### config.mk
export PLATFORM = sky130hd
export DESIGN_NAME = swire_slave_phy
export DESIGN_NICKNAME = d
export VERILOG_FILES = /design/src/rtl/swire_pkg.sv /design/src/rtl/swire_sync.sv /design/src/rtl/swire_low_timer.sv /design/src/rtl/swire_shifter.sv /design/src/rtl/swire_slave_phy.sv
export SDC_FILE = /design/constraint.sdc
export NUM_CORES = 1
export LEC_CHECK = 0
export ABC_AREA = 1
export BUFFER_PORTS_ARGS = -buffer_cell sky130_fd_sc_hd__buf_2
export CAP_MARGIN = 20
export CORE_MARGIN = 8
export CORE_UTILIZATION = 55
export CTS_CLUSTER_SIZE = 20
export DETAILED_ROUTE_END_ITERATION = 12
export GPL_ROUTABILITY_DRIVEN = 0
export HOLD_SLACK_MARGIN = 0.1
export PLACE_DENSITY = 0.74
export SLEW_MARGIN = 20
export SYNTH_ARGS = -nofsm -noshare
export SYNTH_HDL_FRONTEND = slang
export SYNTH_SLANG_ARGS = --single-unit
### constraint.sdc
create_clock -name clk -period 2.5 [get_ports clk]
set_clock_uncertainty 0.2 [all_clocks]
set_input_delay 0.25 -clock clk [delete_from_list [all_inputs] [get_ports clk]]
set_output_delay 0.25 -clock clk [all_outputs]
set_load 0.02 [all_outputs]
### src/rtl/swire_pkg.sv
package swire_pkg;
    typedef enum logic [2:0] {
        ST_IDLE,
        ST_SLOT,
        ST_RECOVER,
        ST_RST_LOW,
        ST_PD_WAIT,
        ST_PD_DRIVE
    } swire_state_t;
endpackage

### src/rtl/swire_sync.sv
module swire_sync #(
    parameter int STAGES = 2
) (
    input  logic clk,
    input  logic rst_n,
    input  logic din,
    output logic lvl,
    output logic fall
);
    logic [STAGES:0] pipe;

    always_ff @(posedge clk or negedge rst_n) begin
        if (!rst_n) pipe <= '1;
        else        pipe <= {pipe[STAGES-1:0], din};
    end

    assign lvl  = pipe[STAGES-1];
    assign fall = pipe[STAGES] & ~pipe[STAGES-1];
endmodule

### src/rtl/swire_low_timer.sv
module swire_low_timer #(
    parameter int LIMIT = 1920
) (
    input  logic clk,
    input  logic rst_n,
    input  logic lvl,
    output logic hit
);
    localparam int W = $clog2(LIMIT + 1);
    logic [W-1:0] cnt;

    always_ff @(posedge clk or negedge rst_n) begin
        if (!rst_n)                 cnt <= '0;
        else if (lvl)               cnt <= '0;
        else if (cnt != W'(LIMIT))  cnt <= cnt + W'(1);
    end

    assign hit = !lvl && (cnt == W'(LIMIT - 1));
endmodule

### src/rtl/swire_shifter.sv
module swire_shifter #(
    parameter int W = 8
) (
    input  logic                 clk,
    input  logic                 rst_n,
    input  logic                 clear,
    input  logic                 start,
    input  logic                 sample,
    input  logic                 din,
    input  logic                 tx_mode,
    input  logic [W-1:0]         tx_data,
    output logic                 dir,
    output logic                 cur_bit,
    output logic [$clog2(W)-1:0] bitcnt,
    output logic [W-1:0]         rx_data,
    output logic                 rx_strobe,
    output logic                 tx_strobe
);
    localparam int CW = $clog2(W);
    localparam logic [CW-1:0] LAST = CW'(W - 1);

    logic [W-1:0] sh;

    always_ff @(posedge clk or negedge rst_n) begin
        if (!rst_n) begin
            sh        <= '0;
            dir       <= 1'b0;
            bitcnt    <= '0;
            rx_data   <= '0;
            rx_strobe <= 1'b0;
            tx_strobe <= 1'b0;
        end else begin
            rx_strobe <= 1'b0;
            tx_strobe <= 1'b0;
            if (clear) begin
                bitcnt <= '0;
            end else begin
                if (start && bitcnt == '0) begin
                    dir <= tx_mode;
                    if (tx_mode) sh <= tx_data;
                end
                if (sample) begin
                    sh <= {din, sh[W-1:1]};
                    if (bitcnt == LAST) begin
                        bitcnt <= '0;
                        if (dir) begin
                            tx_strobe <= 1'b1;
                        end else begin
                            rx_strobe <= 1'b1;
                            rx_data   <= {din, sh[W-1:1]};
                        end
                    end else begin
                        bitcnt <= bitcnt + CW'(1);
                    end
                end
            end
        end
    end

    assign cur_bit = sh[0];
endmodule

### src/rtl/swire_slave_phy.sv
module swire_slave_phy #(
    parameter int TICKS_PER_US = 4,
    parameter int RST_MIN_US   = 480,
    parameter int PD_WAIT_US   = 30,
    parameter int PD_LEN_US    = 120,
    parameter int SAMPLE_US    = 30,
    parameter int RD_HOLD_US   = 15,
    parameter int BYTE_W       = 8
) (
    input  logic              clk,
    input  logic              rst_n,
    input  logic              line_in,
    output logic              line_pull,
    input  logic              tx_mode,
    input  logic [BYTE_W-1:0] tx_data,
    output logic [BYTE_W-1:0] rx_data,
    output logic              rx_strobe,
    output logic              tx_strobe,
    output logic              bus_reset
);
    import swire_pkg::*;

    localparam int RST_CYC  = RST_MIN_US * TICKS_PER_US;
    localparam int PDW_CYC  = PD_WAIT_US * TICKS_PER_US;
    localparam int PDL_CYC  = PD_LEN_US  * TICKS_PER_US;
    localparam int SMP_CYC  = SAMPLE_US  * TICKS_PER_US;
    localparam int HOLD_CYC = RD_HOLD_US * TICKS_PER_US;
    localparam int TW       = $clog2(RST_CYC + 1);
    localparam int BCW      = $clog2(BYTE_W);

    swire_state_t    state, nxt;
    logic [TW-1:0]   tcnt;
    logic            lvl, fall, rst_hit;
    logic            dir, cur_bit;
    logic [BCW-1:0]  bitcnt;
    logic            slot_start, slot_sample;

    swire_sync #(.STAGES(2)) u_sync (
        .clk  (clk),
        .rst_n(rst_n),
        .din  (line_in),
        .lvl  (lvl),
        .fall (fall)
    );

    swire_low_timer #(.LIMIT(RST_CYC)) u_low (
        .clk  (clk),
        .rst_n(rst_n),
        .lvl  (lvl),
        .hit  (rst_hit)
    );

    assign slot_start  = (state == ST_IDLE) && (nxt == ST_SLOT);
    assign slot_sample = (state == ST_SLOT) && (nxt == ST_RECOVER);

    swire_shifter #(.W(BYTE_W)) u_shift (
        .clk      (clk),
        .rst_n    (rst_n),
        .clear    (rst_hit),
        .start    (slot_start),
        .sample   (slot_sample),
        .din      (lvl),
        .tx_mode  (tx_mode),
        .tx_data  (tx_data),
        .dir      (dir),
        .cur_bit  (cur_bit),
        .bitcnt   (bitcnt),
        .rx_data  (rx_data),
        .rx_strobe(rx_strobe),
        .tx_strobe(tx_strobe)
    );

    // next-state decode
    always_comb begin
        nxt = state;
        if (rst_hit) begin
            nxt = ST_RST_LOW;
        end else begin
            unique case (state)
                ST_IDLE:     if (fall) nxt = ST_SLOT;
                ST_SLOT:     if (tcnt == TW'(SMP_CYC - 1)) nxt = ST_RECOVER;
                ST_RECOVER:  if (lvl) nxt = ST_IDLE;
                ST_RST_LOW:  if (lvl) nxt = ST_PD_WAIT;
                ST_PD_WAIT:  if (tcnt == TW'(PDW_CYC - 1)) nxt = ST_PD_DRIVE;
                ST_PD_DRIVE: if (tcnt == TW'(PDL_CYC - 1)) nxt = ST_RECOVER;
                default:     nxt = ST_IDLE;
            endcase
        end
    end

    // state register
    always_ff @(posedge clk or negedge rst_n) begin
        if (!rst_n) state <= ST_IDLE;
        else        state <= nxt;
    end

    // slot / presence timer
    always_ff @(posedge clk or negedge rst_n) begin
        if (!rst_n)
            tcnt <= '0;
        else if (nxt != state)
            tcnt <= '0;
        else if (state == ST_SLOT || state == ST_PD_WAIT || state == ST_PD_DRIVE)
            tcnt <= tcnt + TW'(1);
        else
            tcnt <= '0;
    end

    // outputs
    always_comb begin
        line_pull = 1'b0;
        bus_reset = 1'b0;
        unique case (state)
            ST_PD_DRIVE: line_pull = 1'b1;
            ST_SLOT:     line_pull = dir && !cur_bit && (tcnt < TW'(HOLD_CYC));
            ST_RST_LOW:  bus_reset = lvl;
            default:     ;
        endcase
    end
endmodule

-- After elaboration in Yosys (flattened, before gate mapping)
Cells that the tools add are included.
W data, S select, Z words.
- flip-flop bits (word level): 50
- output and inout bits: 12
- $add $sub $neg: 3
- order comparisons: 1
- eq/ne operators: 13
- muxes and demuxes: 28
- bitwise gates (word level): 4
- reduce and logical (&&, ||, !) cells: 19
- operator list (operator ; count):
    $mux W11 ; 4
    $mux W3 ; 10
    $mux W8 ; 3
    $add A11 B1 Y11 const B ; 2
    $pmux W3 S6 ; 1
    $eq A11 B11 Y1 const B ; 1
    $eq A11 B7 Y1 const B ; 1
    $eq A11 B9 Y1 const B ; 1
    $lt A11 B6 Y1 const B ; 1
    $ne A11 B11 Y1 const B ; 1
    $eq A3 B2 Y1 const B ; 3
    $eq A3 B3 Y1 const B ; 3
    $mux W1 ; 9
    $reduce_bool A2 Y1 ; 4
    $eq A3 B1 Y1 const B ; 2
    $logic_and A1 B1 Y1 ; 6
    $logic_not A3 Y1 ; 2
    $reduce_and A4 Y1 ; 1
    $add A3 B1 Y3 const B ; 1
    $ne A3 B3 Y1 ; 1
    $not A1 Y1 ; 3
    $reduce_and A3 Y1 ; 1
    $logic_not A1 Y1 ; 2
    $logic_or A1 B1 Y1 ; 2
    other kinds (3) ; 3

-- Logic depth before layout (Yosys ltp)
- word-level depth: 10
- depth in mapped cells: 14
- mapped depth without buffers: 13

-- Cells and area by module
A second synthesis with hierarchy kept.
- cell total of the unflattened synthesis: 365
- area total of the unflattened synthesis: 2821.5 um2
- by module, submodules not included (module ; instances ; cells an instance ; area an instance (um2)):
    swire_shifter ; 1 ; 118 ; 1014.7
    swire_slave_phy ; 1 ; 139 ; 1013.5
    swire_low_timer ; 1 ; 103 ; 704.4
    swire_sync ; 1 ; 5 ; 88.8

-- Worst setup path after synthesis
OpenSTA, ideal clock, no wires.
- path kind: register -> register
- start point: register tcnt[0]
- end point: register u_shift.sh[0]
- library setup time: 0.117 ns
- arrival: 1.646 ns
- data required time: 2.183 ns
- setup slack: 0.537 ns
- stages on the path, launching flop included: 14
- buffers on the path: 1
- period minus slack after synthesis: 1.963 ns
- cells stage by stage: dfrtp_1 > ha_1 > nand2_2 > nor2_4 > nand3_1 > nand2_1 > nand2_1 > nor2_4 > nand4_4 > buf_6 > nand2_1 > nand2_1 > nand2_1 > nand2_1
- longest elaborated chain between the ends: 9
- RTL lines (what ; RTL line ; source):
    from (decl) ; swire_slave_phy.sv:32 ; logic [TW-1:0] tcnt;
    from (signal assigned) ; swire_slave_phy.sv:104 ; tcnt <= tcnt + TW'(1);
    $eq A11 B9 Y1 or $eq A11 B7 Y1 (tied branches) ; swire_slave_phy.sv:85, swire_slave_phy.sv:81, swire_slave_phy.sv:84 ;
    $mux W3 (on tied branches) ; swire_slave_phy.sv:85, swire_slave_phy.sv:81, swire_slave_phy.sv:84 ;
    $pmux W3 S6 * ; swire_slave_phy.sv:79 ; unique case (state)
    $mux W3 * ; swire_slave_phy.sv:76 ; if (rst_hit) begin
    $eq A3 B1 Y1 ; swire_slave_phy.sv:53 ; assign slot_start = (state == ST_IDLE) && (nxt == ST_SLOT);
    $logic_and A1 B1 Y1 ; swire_slave_phy.sv:53 ;
    $logic_and A1 B1 Y1 ; swire_shifter.sv:38 ; if (start && bitcnt == '0) begin
    $reduce_bool A2 Y1 (no source line) ; n/a ;
    $reduce_and A3 Y1 (no source line) ; n/a ;
    to (signal assigned) ; swire_shifter.sv:40 ; if (tx_mode) sh <= tx_data;
    to (signal assigned) ; swire_shifter.sv:43 ; sh <= {din, sh[W-1:1]};
    to (decl) ; swire_shifter.sv:22 ; logic [W-1:0] sh;
Mark *: on every way between the ends. The rest lies on a longest branch, timed or not.
A chain may end at the register's enable or synchronous reset.

-- Worst setup path in the final report
- start point: register tcnt[0]
- end point: register tcnt[10]
- longest elaborated chain between the ends: 6
- RTL lines (what ; RTL line ; source):
    $eq A11 B9 Y1 or $eq A11 B7 Y1 (tied branches) ; swire_slave_phy.sv:85, swire_slave_phy.sv:81, swire_slave_phy.sv:84 ;
    $mux W3 (on tied branches) ; swire_slave_phy.sv:85, swire_slave_phy.sv:81, swire_slave_phy.sv:84 ;
    $pmux W3 S6 * ; swire_slave_phy.sv:79 ;
    $mux W3 * ; swire_slave_phy.sv:76 ;
    named net nxt[0] ; swire_slave_phy.sv:31 ; swire_state_t state, nxt;
    $ne A3 B3 Y1 * ; swire_slave_phy.sv:101 ; else if (nxt != state)
    $mux W11 * ; swire_slave_phy.sv:101 ;
The timed path passes the listed nets; every way through them passes the cells marked *.

==> results by group <==
STA
  • TNS Setup: 0 ns
  • Worst hold slack: 0.1596 ns
  • Final min period: 2.297 ns
  • Setup violators final: 0
  • Slew @ Worst Pin: 0.6941 ns
  • Tcrit/Tclk final: 91.86%
  • Endpoints failing hold: 0
  • Setup repair after global routing missed its margin: no
  • Max Freq: 0.4354 GHz
  • Final Slew Violations: 0
  • Relative slew slack: 53.55%

Finish
  • # diodes: 0
  • Cell area after layout: 3178 um^2
  • Fin util: 63.44%
  • Layout area overhead: 14.21%
  • Multi-input gate area: 1336 um^2
  • Fill cell count: 446
  • Reg area: 1255 um^2
  • Share of cells above drive strength 1: 21.75%
  • Final nets: 394

Floorplanning
  • Io pins: 24
  • Die Width: 87.13 um
  • Core Area: 5010 um^2
  • Die H: 87.13 um
  • # rows: 26
  • Initial Util: 55.54%
  • Die Area: 7592 um^2

Synthesis
  • Number of flops mapped to enable cells by yosys: 0
  • Share of synthesized registers carrying an async set or reset: 100.0%
  • Most frequent cell after synthesis: nand2_1
  • Synth top area cells: dfrtp_1 42%, nand2_1 12%, nand3_1 7.7%, inv_1 4.2%, nor2_2 3.4%
  • Post-synthesis register bit count: 50
  • Syn nets: 354
  • Area leader, netlist: dfrtp_1
  • Avg Cell Area, Syn: 8.282 um^2
  • Most used DFF post-synth: dfrtp_1
  • Area share of the largest cell type after synthesis: 42.27%
  • Top post-synthesis cells by count: 87 x nand2_1, 47 x dfrtp_1, 43 x nand3_1, 31 x inv_1, 22 x nor2_1
  • Synth Instances: 336
  • Register area share after synthesis: 45.10%
  • Netlist Area Pre-Place: 2783 um^2
  • Synth warnings: 0
  • Synth cell types: 34

GRT
  • All-layer global routing usage: 16.21%
  • Total gr overflow: 0
  • Antenna violations before repair: 0
  • Vias in the first global route: 2209
  • Largest net degree at the start of global routing: 51
  • First-pass GRT wire length: 9880 um

Drt
  • Avg WL per Cell: 12.54 um
  • DR vias: 2257
  • Vias per inst: 5.049
  • Total Wirelength: 5605 um
  • ANT nets after route: 0
  • DR pass1 iterations: 4
  • Drt drc: 0
  • DRT iter0 DRCs: 110

Run status
  • Status: complete, no violations

Place
  • DP HPWL: 4024 um
  • Area of placed instances: 2978 um^2
  • Port Buf Inserts: 23

Pwr
  • Static Leak: 0.001596 uW
  • Worst VDD drop: 389.2 uV
  • PwrDens: 587.2 nW/um^2

Worst setup path
  • Crit path DAT: 2.32 ns
  • Type of origin of the critical path: flop
  • Crit Path Max Fanout: 11
  • Worst R2R Start: tcnt[0]$_DFF_PN0_
  • CP cell instances: ha_1 -> nand2_2 -> inv_2 -> nand2_1 -> nor2_2 -> nand3_1 -> nand2_1 -> nor2_4 -> nand2_2 -> nand2_1 -> nand2_1 -> nand3_2 -> nor2_1
  • Setup crit end: tcnt[10]$_DFF_PN0_
  • Required @ worst endpoint: 2.53 ns
  • CP Class: reg -> reg
  • Critical-path top delay cell: dfrtp_1
  • CP endpoint kind: flop
  • R2R setup slack: 0.20 ns
  • Worst Setup SP: tcnt[0]$_DFF_PN0_
  • R2r endpoint: tcnt[10]$_DFF_PN0_
  • Most used cell, CP: nand2_1
  • CP peak stage delay: 0.40 ns
  • Worst r2r path cells: 13

Flow run
  • Max capacitance violation total: 0

Clock tree
  • CTS resizes: 0
  • CTS Hold Buffers Added: 10
  • CTS buffer count: 5
  • Clock Tree Buf Depth: 2
  • Clock root cell: clkbuf_8
  • CTS Sinks: 50
  • Clock Latency Late Sink: 0.31 ns
  • CTS H-Tree Depth: 2
  • Clock Pin Slew Worst Setup and Hold Paths: 0.09 ns
  • Post CTS Setup Buffer Count: 0
  • TritonCTS clock tree: yes

Worst hold path
  • Hold Crit Start: u_sync.pipe[0]$_DFF_PN1_
  • HP Class: reg -> reg
## logic make-up (layout without fill, tap and decap cells)
kind of cell	Yosys count	after routing	share of synthesized area, %
AOI/OAI and AO/OA	25	25	4.856
xor gates and xnor gates	9	9	2.833
and+or+nand+nor	202	202	37.63
buffers and inverters	44	85	6.879
DFF	50	50	45.10
adders and majority gates	6	6	2.698
## stage by stage
step           setup WS, ns  total power, uW  instances
6_report             0.2035             1866        447
5_1_grt            0.006105             1981        447
4_1_cts              0.2150             1882        447
3_5_place_dp         0.2404             1364        429
3_3_place_gp         0.3317             1352        429
2_1_floorplan        0.5370             1268        336
## flip-flops by register name, summed over array words and instances (netlist names)
name	count
u_shift.rx_strobe	1
state	3
u_shift.dir	1
tcnt	11
u_low.cnt	11
u_shift.sh	8
u_sync.pipe	3
u_shift.rx_data	8
u_shift.bitcnt	3
u_shift.tx_strobe	1
## worst min-delay path by stage
stage | end | slack, ns | depth (start not counted)
global placement | u_sync.pipe[1]$_DFF_PN1_ | 0.15 | 0
detailed placement | u_sync.pipe[1]$_DFF_PN1_ | 0.15 | 0
floorplan | state[0]$_DFF_PN0_ | -0.25 | 0
finish | u_sync.pipe[1]$_DFF_PN1_ | 0.16 | 0
global route | u_sync.pipe[1]$_DFF_PN1_ | 0.17 | 0
CTS | u_sync.pipe[1]$_DFF_PN1_ | 0.16 | 0
## placed cells by master, fill, tap and decap left out, types with 8 or more instances in the layout
master          n
a21oi_1         8
buf_2          23
dfrtp_1        47
dlygate4sd3_1  10
inv_1          31
nand2_1        87
nand3_1        43
nor2_1         22
nor2_2         15
o21ai_0        11
## worst max-delay path, delay by kind of cell (launching register included)
family | cells | cell delay [ns]
buf+inv | 1 | 0.08
simple gates | 11 | 1.26
fa+ha+maj | 1 | 0.28
flops | 1 | 0.40
## power breakdown
group,leakage (uW),internal [uW],switching [uW]
logic,0.000881,135,213
clock network,0.0000514,228,278
registers,0.000664,916,95.4
## area by class of cell
cell class | instances | share of cell area (%)
Sequential cell | 50 | 39.49
Clock inverter | 2 | 0.5512
Timing Repair Buffer | 38 | 7.953
Clock buffer | 6 | 2.598
Inverter | 39 | 4.606
Multi-Input combinational cell | 242 | 42.05
Tap cell | 70 | 2.756
## routing by layer
layer	vias up	routed length, um	share of wire (%)	GRT usage (%)
met5	-	0	0	0
met4	0	97	1.7	5.781
met3	9	241	4.3	3.302
met2	46	2708	48	27.06
met1	1038	2557	46	20.18
li1	1164	-	-	-
No activity file was read; power rests on OpenSTA's default activity.
